$ cat config.mk
export PLATFORM = sky130hd
export DESIGN_NAME = led_fault_detect
export DESIGN_NICKNAME = d
export VERILOG_FILES = /design/src/rtl/led_fault_detect.sv
export SDC_FILE = /design/constraint.sdc
export NUM_CORES = 1
export LEC_CHECK = 0
export BUFFER_PORTS_ARGS = -buffer_cell sky130_fd_sc_hd__buf_2
export CAP_MARGIN = 10
export CORE_MARGIN = 2
export CORE_UTILIZATION = 48
export CTS_BUF_LIST = sky130_fd_sc_hd__clkbuf_16
export DETAILED_ROUTE_END_ITERATION = 16
export HOLD_SLACK_MARGIN = 0.02
export PLACE_DENSITY = 0.75
export SLEW_MARGIN = 20
export SYNTH_ARGS = -nofsm -noshare
export SYNTH_HDL_FRONTEND = slang
export SYNTH_SLANG_ARGS = --single-unit
$ cat constraint.sdc
create_clock -name clk -period 1.6 [get_ports clk]
set_input_delay 0 -clock clk [delete_from_list [all_inputs] [get_ports clk]]
set_output_delay 0 -clock clk [all_outputs]
set_load 0.05 [all_outputs]
$ cat src/rtl/led_fault_detect.sv
module led_fault_detect #(
  parameter int NCH        = 16,
  parameter int WIN_CYCLES = 80
) (
  input  logic           clk,
  input  logic           rst_n,
  input  logic           enable_n,
  input  logic [NCH-1:0] chan_on,
  input  logic [NCH-1:0] open_flag,
  input  logic [NCH-1:0] short_flag,
  input  logic           open_det_en,
  input  logic           short_det_en,
  input  logic           onoff_cmd,
  input  logic           manual_cmd,
  input  logic           shift_tick,
  output logic [NCH-1:0] fault_word,
  output logic           load_req,
  output logic           test_drive
);

  localparam int CW = $clog2(WIN_CYCLES + 1);

  typedef enum logic [1:0] {ST_IDLE, ST_AUTO, ST_MANUAL} st_t;

  st_t            st;
  logic [2:0]     en_pipe;
  logic [NCH-1:0] open_m, open_s, short_m, short_s;
  logic [CW-1:0]  win_cnt;

  logic           det_on, en_lvl, en_fall, win_last, busy, load_set;
  logic [NCH-1:0] hit;

  assign det_on   = open_det_en | short_det_en;
  assign en_lvl   = en_pipe[1];
  assign en_fall  = en_pipe[2] & ~en_pipe[1];
  assign win_last = (win_cnt == CW'(WIN_CYCLES - 1));
  assign busy     = (st != ST_IDLE);
  assign hit      = (open_det_en ? open_s : '0) | (short_det_en ? short_s : '0);
  assign load_set = (onoff_cmd && det_on) || (st == ST_MANUAL && win_last);

  always_ff @(posedge clk or negedge rst_n) begin
    if (!rst_n) begin
      en_pipe <= '0;
      open_m  <= '0;
      open_s  <= '0;
      short_m <= '0;
      short_s <= '0;
    end else begin
      en_pipe <= {en_pipe[1:0], enable_n};
      open_m  <= open_flag;
      open_s  <= open_m;
      short_m <= short_flag;
      short_s <= short_m;
    end
  end

  always_ff @(posedge clk or negedge rst_n) begin
    if (!rst_n) begin
      st         <= ST_IDLE;
      win_cnt    <= '0;
      test_drive <= 1'b0;
      fault_word <= '1;
    end else begin
      case (st)
        ST_IDLE: begin
          if (manual_cmd && det_on && en_lvl) begin
            st         <= ST_MANUAL;
            win_cnt    <= '0;
            test_drive <= 1'b1;
          end else if (en_fall && det_on) begin
            st      <= ST_AUTO;
            win_cnt <= '0;
          end
        end
        ST_AUTO: begin
          if (en_lvl) begin
            fault_word <= '1;
            st         <= ST_IDLE;
          end else if (win_last) begin
            fault_word <= ~(hit & chan_on);
            st         <= ST_IDLE;
          end else begin
            win_cnt <= win_cnt + 1'b1;
          end
        end
        ST_MANUAL: begin
          if (win_last) begin
            fault_word <= ~hit;
            test_drive <= 1'b0;
            st         <= ST_IDLE;
          end else begin
            win_cnt <= win_cnt + 1'b1;
          end
        end
        default: st <= ST_IDLE;
      endcase
    end
  end

  always_ff @(posedge clk or negedge rst_n) begin
    if (!rst_n)          load_req <= 1'b0;
    else if (load_set)   load_req <= 1'b1;
    else if (shift_tick) load_req <= 1'b0;
  end

endmodule

==> results_dict.tcl, run 1 <==
set metrics [dict create \
    grt_pass1_wl_microns 11600 \
    antenna_cells 0 \
    finalPower_uw 7690 \
    layout_min_cycle_time_ns 1.63 \
    syn_nets 312 \
    required_ns 1.80 \
    area_growth_pct 46.7 \
    drc 0 \
    synth_edf_count 0 \
    netSwitchingFraction 0.353 \
    rr_worst_depth 5 \
    dieArea_sq_um 7660 \
    die_w_microns 87.5 \
    yosysTopAreaCell "dfrtp_1" \
    tightest_slew_ns 0.516 \
    seq_area_frac_synth 0.709 \
    fin_ws_ns -0.0281 \
    gp_congestion 0.774 \
    hold_viol 0 \
    ys_warn_count 0 \
    final_max_slew_viol_count 0 \
    hold_ws_ns 0.0914 \
    routed_wl_microns 7890 \
    power_frac_clock 0.282 \
    max_freq_mhz 614 \
    min_path_cells 4 \
    design.portCount 74 \
    dpl.hpwl_microns 4290 \
    rsz0062_at_grt "yes" \
    max_cap_violations 0 \
    nets 459 \
    start_kind "flop" \
    syn_inst 251 \
    grt_start_max_net_pins 40 \
    overflow 0 \
    vias 2455 \
    synth_area_per_cell_sq_um 13.3 \
    avgViaCountPerCell 5.08 \
    synth.most_common_cell "dfrtp_1" \
    place.port_buffers 73 \
    violations "negative setup slack" \
    yosysTopAreaCellShare 0.583 \
    synth_seq_cells 94 \
    outcome "finished, violations left" \
    hold_class "in -> reg" \
    drt-initial-drc-count 225 \
    vdd_ir_drop_max_v 0.00108 \
    cts_tree "built" \
    cts_buffer_depth 2 \
    preCtsSetupSlack_ns -0.0594 \
    syn_area_sq_um 3350 \
    drtAntennaViolNets 0 \
    relSlewSlack 0.656 \
    core_area_sq_um 6760 \
    power.density_nw_per_um2 1570 \
    yosys-top-cells-area "dfrtp_1, dfstp_2, mux2i_1" \
    cts_buffers 9 \
    yosys_most_used_dff "dfrtp_1" \
    h-tree-depth 3 \
    switchingPower_uw 2720 \
    dpl.cell_count 405 \
    drive_gt1_frac 0.370 \
    clk_latency_ns 0.33 \
    worstPathMaxFanout 7 \
    fin_skew_ns 0.00509 \
    end_kind "flop" \
    finalCritPeriodShare 1.02 \
    critPathKind "reg -> reg" \
    grt_use_total 0.201 \
    fin_cells 483 \
    ys_top_cells_by_count "dfrtp_1, inv_1, nor2_1, a21oi_1, mux2i_1" \
    internal_power_uw 4970 \
    rows 30 \
    ys_async_sr_fraction 1.00 \
    arrival_ns 1.83 \
    setup_viol 4 \
    die_h_microns 87.5 \
    synth.distinct_cells 35 \
    start_util 0.495 \
    p_comb_frac 0.322 \
    avgRoutedWirePerCell_microns 16.3 \
    path_clk_slew_ns 0.07 \
    cts_root_buf "clkbuf_16" \
    leakage_uw 0.00230 \
    antenna_found_initial 0 \
    grt_pass1_vias 2487 \
    dr.pass1.iters 4 \
    power_frac_seq 0.396 \
    cts_sinks 94 \
]
## cell families after synthesis
| family | synth area share |
|---|---|
| AND/OR/NAND/NOR | 0.0628 |
| adder cells (fa/ha/maj) | 0.0187 |
| buffers and inverters | 0.0422 |
| flip-flops | 0.709 |
| multiplexers | 0.0508 |
| AO/OA/AOI/OAI | 0.117 |
## worst paths after layout
| check | from | end | slack, ns |
|---|---|---|---|
| max reg2reg | st[0]$_DFFE_PN0P_ | win_cnt[2]$_DFFE_PN0P_ | -0.03 |
| max | st[0]$_DFFE_PN0P_ | win_cnt[2]$_DFFE_PN0P_ | -0.03 |
| max in group asynchronous | rst_n | fault_word[8]$_DFFE_PN1P_ | 0.81 |
| min | chan_on[12] | fault_word[12]$_DFFE_PN1P_ | 0.09 |
| min reg2reg | short_m[5]$_DFF_PN0_ | short_s[5]$_DFF_PN0_ | 0.35 |
| min in group asynchronous | rst_n | open_m[9]$_DFF_PN0_ | 0.19 |
## repair_timing
action,4_1_cts,5_1_grt
gates resized for setup,6,30
pin swaps,2,6
endpoints found under the hold margin,86,0
setup buffers,4,7
setup endpoints to repair,23,25
gates cloned,1,0
hold buffers,51,0
## sequential cells by signal, indices dropped and copies added (netlist names)
signal,cells
win_cnt,7
test_drive,1
load_req,1
en_pipe,3
st,2
open_m,16
fault_word,16
open_s,16
short_s,16
short_m,16
## routing by layer
metal | up-vias | routed length [microns] | GRT usage | part of all wire
li1 | 1161 | - | - | -
met1 | 1187 | 3190 | 0.257 | 0.40
met2 | 86 | 4140 | 0.323 | 0.52
met3 | 21 | 353 | 0.0417 | 0.045
met4 | 0 | 212 | 0.110 | 0.027
met5 | - | 0 | 0 | 0
## through the flow
step | util | TNS [ns] | instance area (sq um)
CTS | 0.707 | -0.432 | 4780
global placement | 0.574 | 0 | 3880
global route | 0.727 | -0.443 | 4910
detailed placement | 0.574 | -0.420 | 3880
floorplan | - | -0.199 | 3350
finish | 0.727 | -0.0848 | 4910
## power groups by stage
stage	Combinational (uW)	Sequential (uW)	Clock (uW)
after floorplan	696	3800	0
after global placement	1950	3040	0
after detailed placement	1990	3060	0
after CTS	2240	3010	2190
after global routing	2620	3070	2300
final	2480	3040	2170
## layout by cell type (no fill, tap or decap), types with 5 or more instances in the layout
cell type and count:
dfrtp_1 77, buf_2 72, dlygate4sd3_1 51, buf_4 20, inv_1 17, a21oi_1 17
nor2_1 17, a22oi_1 16, dfstp_2 16, mux2i_1 14, clkbuf_16 9, o21ai_1 8
nand2_1 7, nand3_1 5
## final cells by class
type	instances	area (sq um)
well taps	80	100
clock inverters	7	88.8
repair buffers	147	1110
inverters	20	75.1
fillers	404	1850
clock buffers	9	225
flip-flops and latches	94	2370
multi-input cells	126	940
## worst max-delay path, stage by stage (launching register included)
cell	delay, ns
dfrtp_2	0.45
ha_2	0.22
a21o_1	0.20
a41o_4	0.29
o31ai_2	0.22
o21ai_1	0.11
Note: power is estimated with default switching activity, not from simulation.
==> inputs of run 2 (changes only) <==
--- a/config.mk
+++ b/config.mk
@@ -8,11 +8,11 @@
 export BUFFER_PORTS_ARGS = -buffer_cell sky130_fd_sc_hd__buf_2
 export CAP_MARGIN = 10
 export CORE_MARGIN = 2
-export CORE_UTILIZATION = 48
+export CORE_UTILIZATION = 40
 export CTS_BUF_LIST = sky130_fd_sc_hd__clkbuf_16
 export DETAILED_ROUTE_END_ITERATION = 16
 export HOLD_SLACK_MARGIN = 0.02
-export PLACE_DENSITY = 0.75
+export PLACE_DENSITY = 0.64
 export SLEW_MARGIN = 20
 export SYNTH_ARGS = -nofsm -noshare
 export SYNTH_HDL_FRONTEND = slang
==> run 2 against run 1 <==
  * Clock power fell by 9%
  * Combinational power fell by 4%
  * Design area is 0.18% higher
  * Cell count increased by 5.6%
  * Hold slack got worse by 0.060 ns
  * Total power down 3.7%
  * Setup slack gained 0.029 ns
  * Wire length down 1.5%
  * Critical path depth is 1 higher
  * The flow now finishes without violations
==> results_dict.tcl, run 2 (synthesis results as in run 1) <==
set metrics [dict create \
    final_max_slew_viol_count 0 \
    antenna_found_initial 0 \
    design.portCount 74 \
    critical_path.startpoint "win_cnt[1]$_DFFE_PN0P_" \
    rows 33 \
    cts_tree "built" \
    drive_gt1_frac 0.368 \
    dpl.cell_count 434 \
    mostFrequentLayoutCell "dfrtp_1" \
    fin_skew_ns 0.0109 \
    relSlewSlack 0.733 \
    dieArea_sq_um 9120 \
    use_met3 0.0387 \
    avgViaCountPerCell 4.88 \
    gp_congestion 0.792 \
    r2r-start "win_cnt[1]$_DFFE_PN0P_" \
    critPathKind "reg -> reg" \
    start_kind "flop" \
    start_util 0.409 \
    multi_input_area_sq_um 953 \
    dpl.hpwl_microns 4470 \
    outcome "completed" \
    cts_buffers 9 \
    met2_usage 0.304 \
    fin_cells 510 \
    vias 2491 \
    max_freq_mhz 625 \
    h-tree-depth 3 \
    cp-endpoint "win_cnt[4]$_DFFE_PN0P_" \
    final_area_sq_um 4920 \
    drc 0 \
    setup_viol 0 \
    nets 461 \
    required_ns 1.81 \
    end_kind "flop" \
    placed_cell_area_sq_um 3930 \
    rr_worst_depth 6 \
    rsz0062_at_grt "yes" \
    grt_pass1_vias 2553 \
    fin_ws_ns 0.000991 \
    antenna_cells 0 \
    drtAntennaViolNets 0 \
    drt-initial-drc-count 123 \
    ff_latch_area_sq_um 2370 \
    place.port_buffers 73 \
    avgRoutedWirePerCell_microns 15.2 \
    die_w_microns 95.5 \
    power.density_nw_per_um2 1500 \
    hold_class "in -> reg" \
    dr.pass1.iters 4 \
    reg2reg_to "win_cnt[4]$_DFFE_PN0P_" \
    vdd_ir_drop_max_v 0.000749 \
    grt_start_max_net_pins 37 \
    overflow 0 \
    worstPathMaxFanout 7 \
    grt_pass1_wl_microns 12200 \
    grt_use_total 0.182 \
    layout_min_cycle_time_ns 1.60 \
    die_h_microns 95.5 \
    min_path_cells 3 \
    grt_busiest_layer "met2" \
    cts_buffer_depth 2 \
    use_met1 0.221 \
    hold_viol 0 \
    max_cap_violations 0 \
    tightest_slew_ns 0.399 \
    area_growth_pct 47.0 \
    cts_sinks 94 \
    leakage_uw 0.00230 \
    preCtsSetupSlack_ns -0.0524 \
    path_clk_slew_ns 0.07 \
    arrival_ns 1.81 \
    cts_root_buf "clkbuf_16" \
    final_cell_mix "dfrtp_1, buf_2, dlygate4sd3_1, buf_4, nor2_1" \
    finalCritPeriodShare 0.999 \
    r2r_setup_slack_ns 0.001 \
    clk_latency_ns 0.35 \
    core_area_sq_um 8180 \
    fillers 615 \
    routed_wl_microns 7770 \
]
[run 2: worst min path at each step]
stage                           start                     to  slack, ns
after floorplan                 rst_n   en_pipe[0]$_DFF_PN0_      -0.30
after global placement          rst_n   short_m[9]$_DFF_PN0_      -0.07
after CTS                 open_det_en   load_req$_DFFE_PN0P_       0.03
final                     open_det_en   load_req$_DFFE_PN0P_       0.03
after global routing      open_det_en   load_req$_DFFE_PN0P_       0.06
after detailed placement        rst_n  short_s[10]$_DFF_PN0_      -0.07
[run 2: per-stage QoR]
stage          hold WS, ns  power, uW  utilization  setup TNS (ns)
5_1_grt             0.0573       7760        0.602          -0.457
4_1_cts             0.0305       7300        0.589          -0.130
2_1_floorplan       -0.296       4500            -          -0.199
3_5_place_dp       -0.0744       5060        0.480          -0.161
3_3_place_gp       -0.0724       5020        0.480         -0.0574
6_report            0.0310       7400        0.602               0
[run 2: repair_timing]
item                       CTS  global route
gates resized for setup      8            29
pin swaps                    3             7
hold endpoints to repair   131             0
setup endpoints to repair   23            25
hold buffers                52             0
gates cloned                 1             0
setup buffers                4             5
[run 2: layout make-up]
type | instances | share of cell area
sequential | 94 | 0.482
timing repair buffer | 149 | 0.226
multi-input combinational | 126 | 0.194
clock buffer | 9 | 0.0458
tap | 105 | 0.0267
inverter | 20 | 0.0153
clock inverter | 7 | 0.0104
[run 2: routing by layer]
| metal | vias to the layer above | share of wire |
|---|---|---|
| li1 | 1164 | - |
| met1 | 1237 | 0.40 |
| met2 | 74 | 0.53 |
| met3 | 16 | 0.043 |
| met4 | 0 | 0.028 |
| met5 | - | 0 |
[run 2: report_power, final]
group,switching (uW),total (uW),internal (uW)
Combinational,1540,2380,843
Clock,917,1980,1060
Sequential,196,3040,2850
Total,2650,7400,4750
[run 2: critical path, stage by stage, from the launching register on]
cell and delay, ns:
dfrtp_1 0.40, ha_2 0.20, and3_4 0.17, buf_4 0.14
a41o_4 0.28, o21ai_1 0.16, o221ai_2 0.11
==> inputs of run 3 (changes only) <==
--- a/config.mk
+++ b/config.mk
@@ -7,12 +7,14 @@
 export LEC_CHECK = 0
 export BUFFER_PORTS_ARGS = -buffer_cell sky130_fd_sc_hd__buf_2
 export CAP_MARGIN = 10
+export CELL_PAD_IN_SITES_DETAIL_PLACEMENT = 0
+export CELL_PAD_IN_SITES_GLOBAL_PLACEMENT = 1
 export CORE_MARGIN = 2
-export CORE_UTILIZATION = 40
+export CORE_UTILIZATION = 38
 export CTS_BUF_LIST = sky130_fd_sc_hd__clkbuf_16
 export DETAILED_ROUTE_END_ITERATION = 16
 export HOLD_SLACK_MARGIN = 0.02
-export PLACE_DENSITY = 0.64
+export PLACE_DENSITY_LB_ADDON = 0.1
 export SLEW_MARGIN = 20
 export SYNTH_ARGS = -nofsm -noshare
 export SYNTH_HDL_FRONTEND = slang
==> run 3 against run 2 <==
  * First-iteration DRC count shrank 85%
  * Combinational power is essentially flat
  * Core utilization shrank 3.4 points
  * Die area grew 5.0%
  * Sequential power is essentially flat
  * Register-to-register slack gained 0.06 ns
  * Sequential share of layout area grew 0.13 points
  * Critical path depth is the same
  * Largest cell class unchanged
  * Highest routed layer unchanged
==> results_dict.tcl, run 3 (synthesis results as in run 1) <==
set metrics [dict create \
    r2r-start "win_cnt[1]$_DFFE_PN0P_" \
    cts_buffer_depth 2 \
    tightest_slew_ns 0.509 \
    outcome "completed" \
    cts_root_buf "clkbuf_16" \
    tns_ns 0 \
    dpl.hpwl_microns 4390 \
    r2r_setup_slack_ns 0.06 \
    cts_buffers 9 \
    crit_path_frequent_cell "and3_4" \
    hold_viol 0 \
    arrival_ns 1.80 \
    routed_wl_microns 7070 \
    mostFrequentLayoutCell "dfrtp_1" \
    die_h_microns 97.9 \
    path_clk_slew_ns 0.07 \
    rows 34 \
    vdd_ir_drop_max_v 0.000875 \
    grt_pass1_wl_microns 11900 \
    fin_ws_ns 0.0615 \
    start_util 0.388 \
    grt_pass1_vias 2514 \
    layout_min_cycle_time_ns 1.54 \
    drt-initial-drc-count 19 \
    ff_latch_area_sq_um 2370 \
    start_kind "flop" \
    drc 0 \
    drive_gt1_frac 0.354 \
    cp_cell_sequence "ha_2 -> and3_4 -> and3_4 -> o22a_4 -> buf_12 -> mux2i_4" \
    grt_busiest_layer "met2" \
    h-tree-depth 3 \
    max_cap_violations 0 \
    reg2reg_to "fault_word[11]$_DFFE_PN1P_" \
    design.portCount 74 \
    nets 457 \
    critPathKind "reg -> reg" \
    dieArea_sq_um 9570 \
    final_cell_mix "dfrtp_1, buf_2, dlygate4sd3_1, inv_1, nor2_1" \
    vias 2321 \
    use_met3 0.0387 \
    avgRoutedWirePerCell_microns 13.9 \
    die_w_microns 97.9 \
    drtAntennaViolNets 0 \
    leakage_uw 0.00228 \
    grt_use_total 0.159 \
    fin_skew_ns 0.00693 \
    finalCritPeriodShare 0.962 \
    place.port_buffers 73 \
    antenna_cells 0 \
    power.density_nw_per_um2 1500 \
    hp-start "manual_cmd" \
    avgViaCountPerCell 4.56 \
    rr_worst_depth 6 \
    overflow 0 \
    antenna_found_initial 0 \
    gp_congestion 0.737 \
    max_freq_mhz 650 \
    cts_tree "built" \
    final_max_slew_viol_count 0 \
    min_path_cells 3 \
    clk_latency_ns 0.33 \
    hold_class "in -> reg" \
    slowest_delay_ns 0.36 \
    area_growth_pct 46.5 \
    core_area_sq_um 8640 \
    use_met1 0.208 \
    preCtsSetupSlack_ns -0.0793 \
    multi_input_area_sq_um 951 \
    end_kind "flop" \
    worst_path_max_delay_cell "dfrtp_1" \
    cts_sinks 94 \
    rsz0062_at_grt "yes" \
    fillers 745 \
    relSlewSlack 0.661 \
    setup_viol 0 \
    dr.pass1.iters 4 \
    finalPower_uw 7370 \
    met2_usage 0.263 \
    grt_start_max_net_pins 38 \
    worstPathMaxFanout 8 \
    fin_util 0.568 \
    min_to "st[0]$_DFFE_PN0P_" \
    required_ns 1.86 \
]
run 3: cell types whose count changed in the layout (fill, tap and decap cells not counted), sizes merged:
cell and delta:
clkinv -2, inv +2, buf -4
run 3: cell type report:
type	instances	area share
multi-input combinational	126	0.194
timing repair buffer	145	0.224
clock buffer	9	0.0459
clock inverter	7	0.00995
tap	108	0.0276
inverter	20	0.0153
sequential	94	0.484
run 3: timing repair:
action	in CTS	in global routing
endpoints found under the hold margin	85	0
resized for setup	9	26
hold buffers	52	0
endpoints found under the setup margin	19	25
pin swaps	4	4
setup buffers	4	0
gates cloned	1	0
run 3: metrics by stage:
step	instance area (sq um)	cells	hold slack [ns]
CTS	4850	511	0.139
finish	4900	509	0.141
detailed placement	3950	438	0.00642
global route	4900	509	0.172
global placement	3950	438	-0.00268
floorplan	3350	251	-0.296
run 3: worst max path at each step:
| stage | cells past startpoint | to | start | slack, ns |
|---|---|---|---|---|
| 2_1_floorplan | 8 | fault_word[0]$_DFFE_PN1P_ | win_cnt[0]$_DFFE_PN0P_ | -0.02 |
| 3_3_place_gp | 6 | win_cnt[6]$_DFFE_PN0P_ | st[1]$_DFFE_PN0P_ | 0.01 |
| 3_5_place_dp | 6 | win_cnt[6]$_DFFE_PN0P_ | st[1]$_DFFE_PN0P_ | -0.08 |
| 4_1_cts | 7 | fault_word[11]$_DFFE_PN1P_ | win_cnt[1]$_DFFE_PN0P_ | -0.03 |
| 5_1_grt | 6 | fault_word[14]$_DFFE_PN1P_ | win_cnt[1]$_DFFE_PN0P_ | -0.009 |
| 6_report | 6 | fault_word[11]$_DFFE_PN1P_ | win_cnt[1]$_DFFE_PN0P_ | 0.06 |
run 3: per-layer routing:
layer | vias up | part of all wire
li1 | 1146 | -
met1 | 1116 | 0.47
met2 | 51 | 0.48
met3 | 8 | 0.034
met4 | 0 | 0.012
met5 | - | 0
run 3: where the power goes:
| group | total (uW) | switching (uW) | internal, uW | leakage (uW) |
|---|---|---|---|---|
| Sequential | 3010 | 167 | 2840 | 0.00109 |
| Clock | 1960 | 897 | 1060 | 0.000135 |
| Combinational | 2400 | 1530 | 871 | 0.00106 |
run 3: critical path: cells and delay by family, from the launching register on:
family / cells / cell delay (ns)
simple gates: 2 / 0.39
flops: 1 / 0.36
mux: 1 / 0.23
fa+ha+maj: 1 / 0.18
compound gates: 1 / 0.16
buf+inv: 1 / 0.15
